[src/rtl/dac_bank_pkg.sv]
package dac_bank_pkg;

  localparam int PD_W = 2;

  typedef enum logic [PD_W-1:0] {
    PD_ACTIVE  = 2'b00,
    PD_PULL_LO = 2'b01,
    PD_PULL_HI = 2'b10,
    PD_FLOAT   = 2'b11
  } pd_mode_e;

endpackage

[src/rtl/dac_chan_slice.sv]
module dac_chan_slice #(
  parameter int ENTRY_W = 14
) (
  input  logic               clk,
  input  logic               rst_n,
  input  logic               wr_sel,
  input  logic [ENTRY_W-1:0] wr_entry,
  input  logic               xfer,
  output logic [ENTRY_W-1:0] in_entry,
  output logic [ENTRY_W-1:0] out_entry
);

  logic [ENTRY_W-1:0] in_q, in_d, out_q, out_d;
  logic               pend_q, pend_d;
  logic               pend_eff, do_xfer;
  logic               in_en, out_en, pend_en;

  always_comb begin
    pend_eff = pend_q | wr_sel;
    do_xfer  = xfer & pend_eff;
    in_en    = wr_sel;
    in_d     = wr_entry;
    out_en   = do_xfer;
    out_d    = wr_sel ? wr_entry : in_q;
    pend_en  = wr_sel | do_xfer;
    pend_d   = ~do_xfer;
  end

  always_ff @(posedge clk or negedge rst_n) begin
    if (!rst_n) begin
      in_q   <= '0;
      out_q  <= '0;
      pend_q <= 1'b0;
    end else begin
      if (in_en)   in_q   <= in_d;
      if (out_en)  out_q  <= out_d;
      if (pend_en) pend_q <= pend_d;
    end
  end

  assign in_entry  = in_q;
  assign out_entry = out_q;

  assert_out_frozen_R2: assert property (@(posedge clk) disable iff (!rst_n)
    !xfer |=> $stable(out_q));

  assert_fresh_data_R3: assert property (@(posedge clk) disable iff (!rst_n)
    (xfer && wr_sel) |=> (out_q == $past(wr_entry)));

  assert_pend_cleared_R3: assert property (@(posedge clk) disable iff (!rst_n)
    xfer |=> !pend_q);

  assert_stale_kept_R5: assert property (@(posedge clk) disable iff (!rst_n)
    (xfer && !wr_sel && !pend_q) |=> $stable(out_q));

  assert_stage_kept_R6: assert property (@(posedge clk) disable iff (!rst_n)
    !wr_sel |=> $stable(in_q));

endmodule

[src/rtl/dac_pd_decode.sv]
module dac_pd_decode
  import dac_bank_pkg::*;
#(
  parameter int NUM_CH = 4
) (
  input  logic [NUM_CH*PD_W-1:0] pd_flat,
  output logic [NUM_CH-1:0]      on,
  output logic [NUM_CH-1:0]      load_lo,
  output logic [NUM_CH-1:0]      load_hi,
  output logic [NUM_CH-1:0]      floating
);

  for (genvar c = 0; c < NUM_CH; c++) begin : g_ch
    pd_mode_e mode;
    assign mode = pd_mode_e'(pd_flat[c*PD_W +: PD_W]);
    always_comb begin
      on[c]       = 1'b0;
      load_lo[c]  = 1'b0;
      load_hi[c]  = 1'b0;
      floating[c] = 1'b0;
      case (mode)
        PD_ACTIVE:  on[c]       = 1'b1;
        PD_PULL_LO: load_lo[c]  = 1'b1;
        PD_PULL_HI: load_hi[c]  = 1'b1;
        default:    floating[c] = 1'b1;
      endcase
    end
  end

endmodule

[src/rtl/dac_readback.sv]
module dac_readback #(
  parameter int NUM_CH  = 4,
  parameter int ENTRY_W = 14,
  parameter int WORD_W  = 16,
  parameter int SEL_W   = 2
) (
  input  logic [NUM_CH*ENTRY_W-1:0] entries,
  input  logic [SEL_W-1:0]          rd_ch,
  output logic [WORD_W-1:0]         rd_data
);

  localparam int PAD = WORD_W - ENTRY_W;

  logic [ENTRY_W-1:0] picked;

  always_comb begin
    picked = '0;
    for (int c = 0; c < NUM_CH; c++) begin
      if (int'(rd_ch) == c) picked = entries[c*ENTRY_W +: ENTRY_W];
    end
    rd_data = WORD_W'(picked) << PAD;
  end

endmodule

[src/rtl/dac_reg_bank.sv]
module dac_reg_bank
  import dac_bank_pkg::*;
#(
  parameter int NUM_CH = 4,
  parameter int CODE_W = 12,
  parameter int WORD_W = 16
) (
  input  logic                     clk,
  input  logic                     rst_n,
  input  logic                     wr_en,
  input  logic [$clog2(NUM_CH)-1:0] wr_ch,
  input  logic [WORD_W-1:0]        wr_data,
  input  logic                     load_hold,
  input  logic [$clog2(NUM_CH)-1:0] rd_ch,
  output logic [WORD_W-1:0]        rd_data,
  output logic [NUM_CH*CODE_W-1:0] dac_code,
  output logic [NUM_CH*PD_W-1:0]   dac_pd,
  output logic [NUM_CH-1:0]        out_on,
  output logic [NUM_CH-1:0]        out_load_lo,
  output logic [NUM_CH-1:0]        out_load_hi,
  output logic [NUM_CH-1:0]        out_float
);

  localparam int SEL_W   = $clog2(NUM_CH);
  localparam int ENTRY_W = PD_W + CODE_W;

  logic [ENTRY_W-1:0]        wr_entry;
  logic                      xfer;
  logic [NUM_CH-1:0]         wr_sel;
  logic [NUM_CH*ENTRY_W-1:0] in_flat;
  logic [NUM_CH*ENTRY_W-1:0] out_flat;

  assign wr_entry = wr_data[WORD_W-1 -: ENTRY_W];
  assign xfer     = wr_en & ~load_hold;

  for (genvar c = 0; c < NUM_CH; c++) begin : g_slice
    assign wr_sel[c] = wr_en && (int'(wr_ch) == c);

    dac_chan_slice #(.ENTRY_W(ENTRY_W)) u_slice (
      .clk       (clk),
      .rst_n     (rst_n),
      .wr_sel    (wr_sel[c]),
      .wr_entry  (wr_entry),
      .xfer      (xfer),
      .in_entry  (in_flat[c*ENTRY_W +: ENTRY_W]),
      .out_entry (out_flat[c*ENTRY_W +: ENTRY_W])
    );

    assign dac_code[c*CODE_W +: CODE_W] = out_flat[c*ENTRY_W +: CODE_W];
    assign dac_pd[c*PD_W +: PD_W]       = out_flat[c*ENTRY_W + CODE_W +: PD_W];

    assert_one_flag_R7: assert property (@(posedge clk) disable iff (!rst_n)
      $onehot({out_on[c], out_load_lo[c], out_load_hi[c], out_float[c]}));

    assert_float_code_R7: assert property (@(posedge clk) disable iff (!rst_n)
      out_float[c] == (dac_pd[c*PD_W +: PD_W] == 2'b11));
  end

  dac_pd_decode #(.NUM_CH(NUM_CH)) u_decode (
    .pd_flat  (dac_pd),
    .on       (out_on),
    .load_lo  (out_load_lo),
    .load_hi  (out_load_hi),
    .floating (out_float)
  );

  dac_readback #(
    .NUM_CH  (NUM_CH),
    .ENTRY_W (ENTRY_W),
    .WORD_W  (WORD_W),
    .SEL_W   (SEL_W)
  ) u_readback (
    .entries (in_flat),
    .rd_ch   (rd_ch),
    .rd_data (rd_data)
  );

  assert_pad_zero_R9: assert property (@(posedge clk) disable iff (!rst_n)
    rd_data[WORD_W-ENTRY_W-1:0] == '0);

endmodule

[config.mk]
export PLATFORM = sky130hd
export DESIGN_NAME = dac_reg_bank
export DESIGN_NICKNAME = d
export VERILOG_FILES = /design/src/rtl/dac_bank_pkg.sv /design/src/rtl/dac_chan_slice.sv /design/src/rtl/dac_pd_decode.sv /design/src/rtl/dac_readback.sv /design/src/rtl/dac_reg_bank.sv
export SDC_FILE = /design/constraint.sdc
export NUM_CORES = 1
export LEC_CHECK = 0
export BUFFER_PORTS_ARGS = -buffer_cell sky130_fd_sc_hd__buf_2
export CAP_MARGIN = 10
export CORE_AREA = 4 4 104 106
export DETAILED_ROUTE_END_ITERATION = 7
export DIE_AREA = 0 0 108 110
export PLACE_DENSITY_LB_ADDON = 0.08
export SYNTH_ARGS = -nofsm -noshare
export SYNTH_HDL_FRONTEND = slang
export SYNTH_SLANG_ARGS = --single-unit
[constraint.sdc]
create_clock -name clk -period 1.7 [get_ports clk]
set_input_delay 0.17 -clock clk [delete_from_list [all_inputs] [get_ports clk]]
set_output_delay 0.17 -clock clk [all_outputs]
set_load 0.05 [all_outputs]
==> run metrics <==
post-synthesis compound-gate area fraction 0.00780; proportion of synthesized flip-flops having asynchronous set or reset 1.00; vias in the first global route 3,315; initial antenna violation count 0; DRC violation total after the first TritonRoute iteration 106; average cell area after synthesis 16.3 µm²; source-to-sink clock delay at the later pin of the worst-skew pair 510 ps; most used standard cells in the synthesized netlist sky130_fd_sc_hd__dfrtp_1, sky130_fd_sc_hd__mux2_2, sky130_fd_sc_hd__mux4_2; Non-Filler Instances 590; startpoint of the lowest-slack register-to-register path g_slice[2].u_slice.pend_q$_DFFE_PN0P_; cell type with the largest total area after synthesis sky130_fd_sc_hd__dfrtp_1; Register-to-Register Setup Slack 480 ps; starting density of the core 0.492; type of the worst setup path reg -> out; final clock skew 6.49 ps; total number of placement rows 36; post-synth cell types 20; area growth from synthesis to layout 33.7%; number of cells produced by synthesis 296; number of setup violations in the final report 8; count of final hold-check violations 0; count of max-cap constraint violations 0; share of post-route cells with drive strength above 1 0.639; H-tree lvl count 4; worst path arrival time 1550 ps; number of post-CTS setup repair buffers 0; placer's final routability congestion estimate 0.730; Detail Route Antenna Nets 0; total leakage power 2.94 nW; routed wire length per instance 18.5 µm; estimated wirelength of the detail-placed design 7.49 mm; TritonCTS Sinks 116; synthesized-area fraction occupied by and/or/nand/nor cells 0.0380; unrepaired setup endpoints after global routing true; CTS tree built; number of cells traversed by the worst register-to-register path 4; Worst Setup Start Kind register; maximum number of pins on one net before global-route repair 37; capture point of the worst reg-to-reg path g_slice[2].u_slice.out_entry[1]$_DFFE_PN0P_; Final Net Count 468; sequential element share of the synthesized area 0.603; die boundary width 108 µm; number of synthesis warnings 0; maximum operating frequency 581 MHz; worst setup path end rd_data[13]; data required time of the worst path 1530 ps; Placed Instances 543; summed instance area of the synthesized netlist 4810 µm²; Overflow after GRT 0; number of design rule violations left after detail routing 0; final worst path period need 1720 ps; IO Port Bufs 107; number of I/O pins 112; all-layer global routing usage 0.199; area of the die 11,900 µm²; start point of the critical path g_slice[3].u_slice.in_entry[11]$_DFF_PN0_; Routed Wire Length 10.9 mm; top_reg_cell synth sky130_fd_sc_hd__dfrtp_1; number of synthesized flops with an enable pin 0; clock transition at the registers of the reported paths 60 ps; Root Driver sky130_fd_sc_hd__clkbuf_8; final-report max-slew violation count 0; area share of the largest cell type after synthesis 0.603; register bit total from synthesis 116; vias post-DR 3,001; largest family of logic cells by synthesized area multiplexers; peak supply drop 0.917 mV; number of CTS-inserted buffers 17; xor and xnor fraction of the mapped netlist area 0; violations in the final reports negative setup slack; overall power consumption 12.3 mW; CP endpoint kind output port; per-cell via count in the routed design 5.09; DRT Pass-1 Iters 4; area inside the core boundary 9770 µm²; mux cell area share after synthesis 0.328; Chip Height 110 µm; worst-case setup margin in the final layout -22.0 ps; antenna cell count 0; worst min path class in -> reg; power density relative to cell area 1910 nW/µm²; run status finished, violations left; most frequently used cell type in the post-synthesis netlist sky130_fd_sc_hd__dfrtp_1; portion of the clock cycle consumed by the worst path in the final layout 1.01; first-pass GRT wire length 17.7 mm; cell types with the largest area share after synthesis sky130_fd_sc_hd__dfrtp_1, sky130_fd_sc_hd__mux2_2, sky130_fd_sc_hd__mux4_2; clk buf depth 2; worst-path fanout max 2; fraction of the mapped netlist area in adder cells 0; # fillers 748
-- cell type report --
class / count / area (µm²) / area share
clock buffers: 18 / 428 / 0.0665
clock inverters: 14 / 130 / 0.0202
inverters: 3 / 11.3 / 0.00175
multi-input cells: 163 / 1810 / 0.282
flip-flops and latches: 116 / 2900 / 0.451
well taps: 133 / 166 / 0.0259
repair buffers: 143 / 983 / 0.153
-- kinds of logic (layout without fill, tap and decap cells) --
| family | Yosys count | after routing |
|---|---|---|
| muxes | 126 | 126 |
| DFF | 116 | 116 |
| and+or+nand+nor | 28 | 28 |
| buffers and inverters | 18 | 178 |
| AOI/OAI and AO/OA | 7 | 7 |
| other | 1 | 2 |
-- worst min path at each step --
| stage | from | endpoint | slack [ps] | depth (start not counted) |
|---|---|---|---|---|
| CTS | load_hold | g_slice[0].u_slice.pend_q$_DFFE_PN0P_ | 110 | 3 |
| floorplan | rst_n | g_slice[0].u_slice.in_entry[0]$_DFF_PN0_ | -130 | 0 |
| detailed placement | rst_n | g_slice[1].u_slice.in_entry[2]$_DFF_PN0_ | 140 | 1 |
| global placement | rst_n | g_slice[1].u_slice.in_entry[2]$_DFF_PN0_ | 140 | 1 |
| finish | load_hold | g_slice[0].u_slice.pend_q$_DFFE_PN0P_ | 130 | 3 |
| global route | load_hold | g_slice[0].u_slice.pend_q$_DFFE_PN0P_ | 130 | 3 |
-- per-stage QoR --
step / setup slack, ps / area [µm²] / util / setup TNS (ps) / hold slack [ps]
2_1_floorplan: 62.2 / 4820 / - / 0 / -126
3_3_place_gp: 156 / 5640 / 0.577 / 0 / 142
3_5_place_dp: 154 / 5640 / 0.577 / 0 / 136
4_1_cts: -35.7 / 6440 / 0.658 / -313 / 112
5_1_grt: -77.6 / 6440 / 0.658 / -831 / 131
6_report: -22.0 / 6440 / 0.658 / -70.0 / 128
-- placed cells by master, fill, tap and decap left out, types with 2 or more instances in the layout --
master                            n
sky130_fd_sc_hd__mux4_2          14
sky130_fd_sc_hd__dlygate4sd3_1   15
sky130_fd_sc_hd__nor2_1           7
sky130_fd_sc_hd__a21oi_2          2
sky130_fd_sc_hd__buf_2           92
sky130_fd_sc_hd__clkbuf_8         2
sky130_fd_sc_hd__a21oi_1          4
sky130_fd_sc_hd__inv_6            3
sky130_fd_sc_hd__dfrtp_1        116
sky130_fd_sc_hd__buf_6           14
sky130_fd_sc_hd__nand2b_1         3
sky130_fd_sc_hd__buf_4           18
sky130_fd_sc_hd__clkbuf_16       16
sky130_fd_sc_hd__mux2_2         111
sky130_fd_sc_hd__conb_1           2
sky130_fd_sc_hd__inv_1            3
sky130_fd_sc_hd__clkinvlp_4       8
sky130_fd_sc_hd__nand3b_2         2
sky130_fd_sc_hd__and2_1           4
sky130_fd_sc_hd__nor2b_1          8
sky130_fd_sc_hd__buf_12           4
-- repair_timing --
action | in CTS | in global routing
gates resized for setup | 28 | 0
setup endpoints to repair | 14 | 14
hold endpoints to repair | 143 | 0
pin swaps | 0 | 0
hold buffers | 15 | 0
-- sequential cells by signal, summed over array words and instances, names as in the netlist --
register / cells
g_slice.u_slice.in_entry: 56
g_slice.u_slice.out_entry: 56
g_slice.u_slice.pend_q: 4
-- layer usage --
metal	routed length, µm	up-vias	part of all wire	global-route usage
met5	0	-	0	0
met4	63	0	0.0058	0.0541
met3	629	7	0.058	0.0606
met2	5370	92	0.49	0.330
met1	4840	1528	0.44	0.259
li1	-	1374	-	-
-- report_power, final --
group	leakage (nW)	internal [mW]	switching, mW	total (mW)
logic	1.31	1.47	3.55	5.02
clock network	0.248	1.98	1.32	3.30
registers	1.39	3.55	0.458	4.01
-- critical path, cell delays in order, from the launching register on --
cell and delay, ps:
sky130_fd_sc_hd__dfrtp_1 370, sky130_fd_sc_hd__mux4_2 490, sky130_fd_sc_hd__buf_6 170
Power figures use the tool's default switching activity.
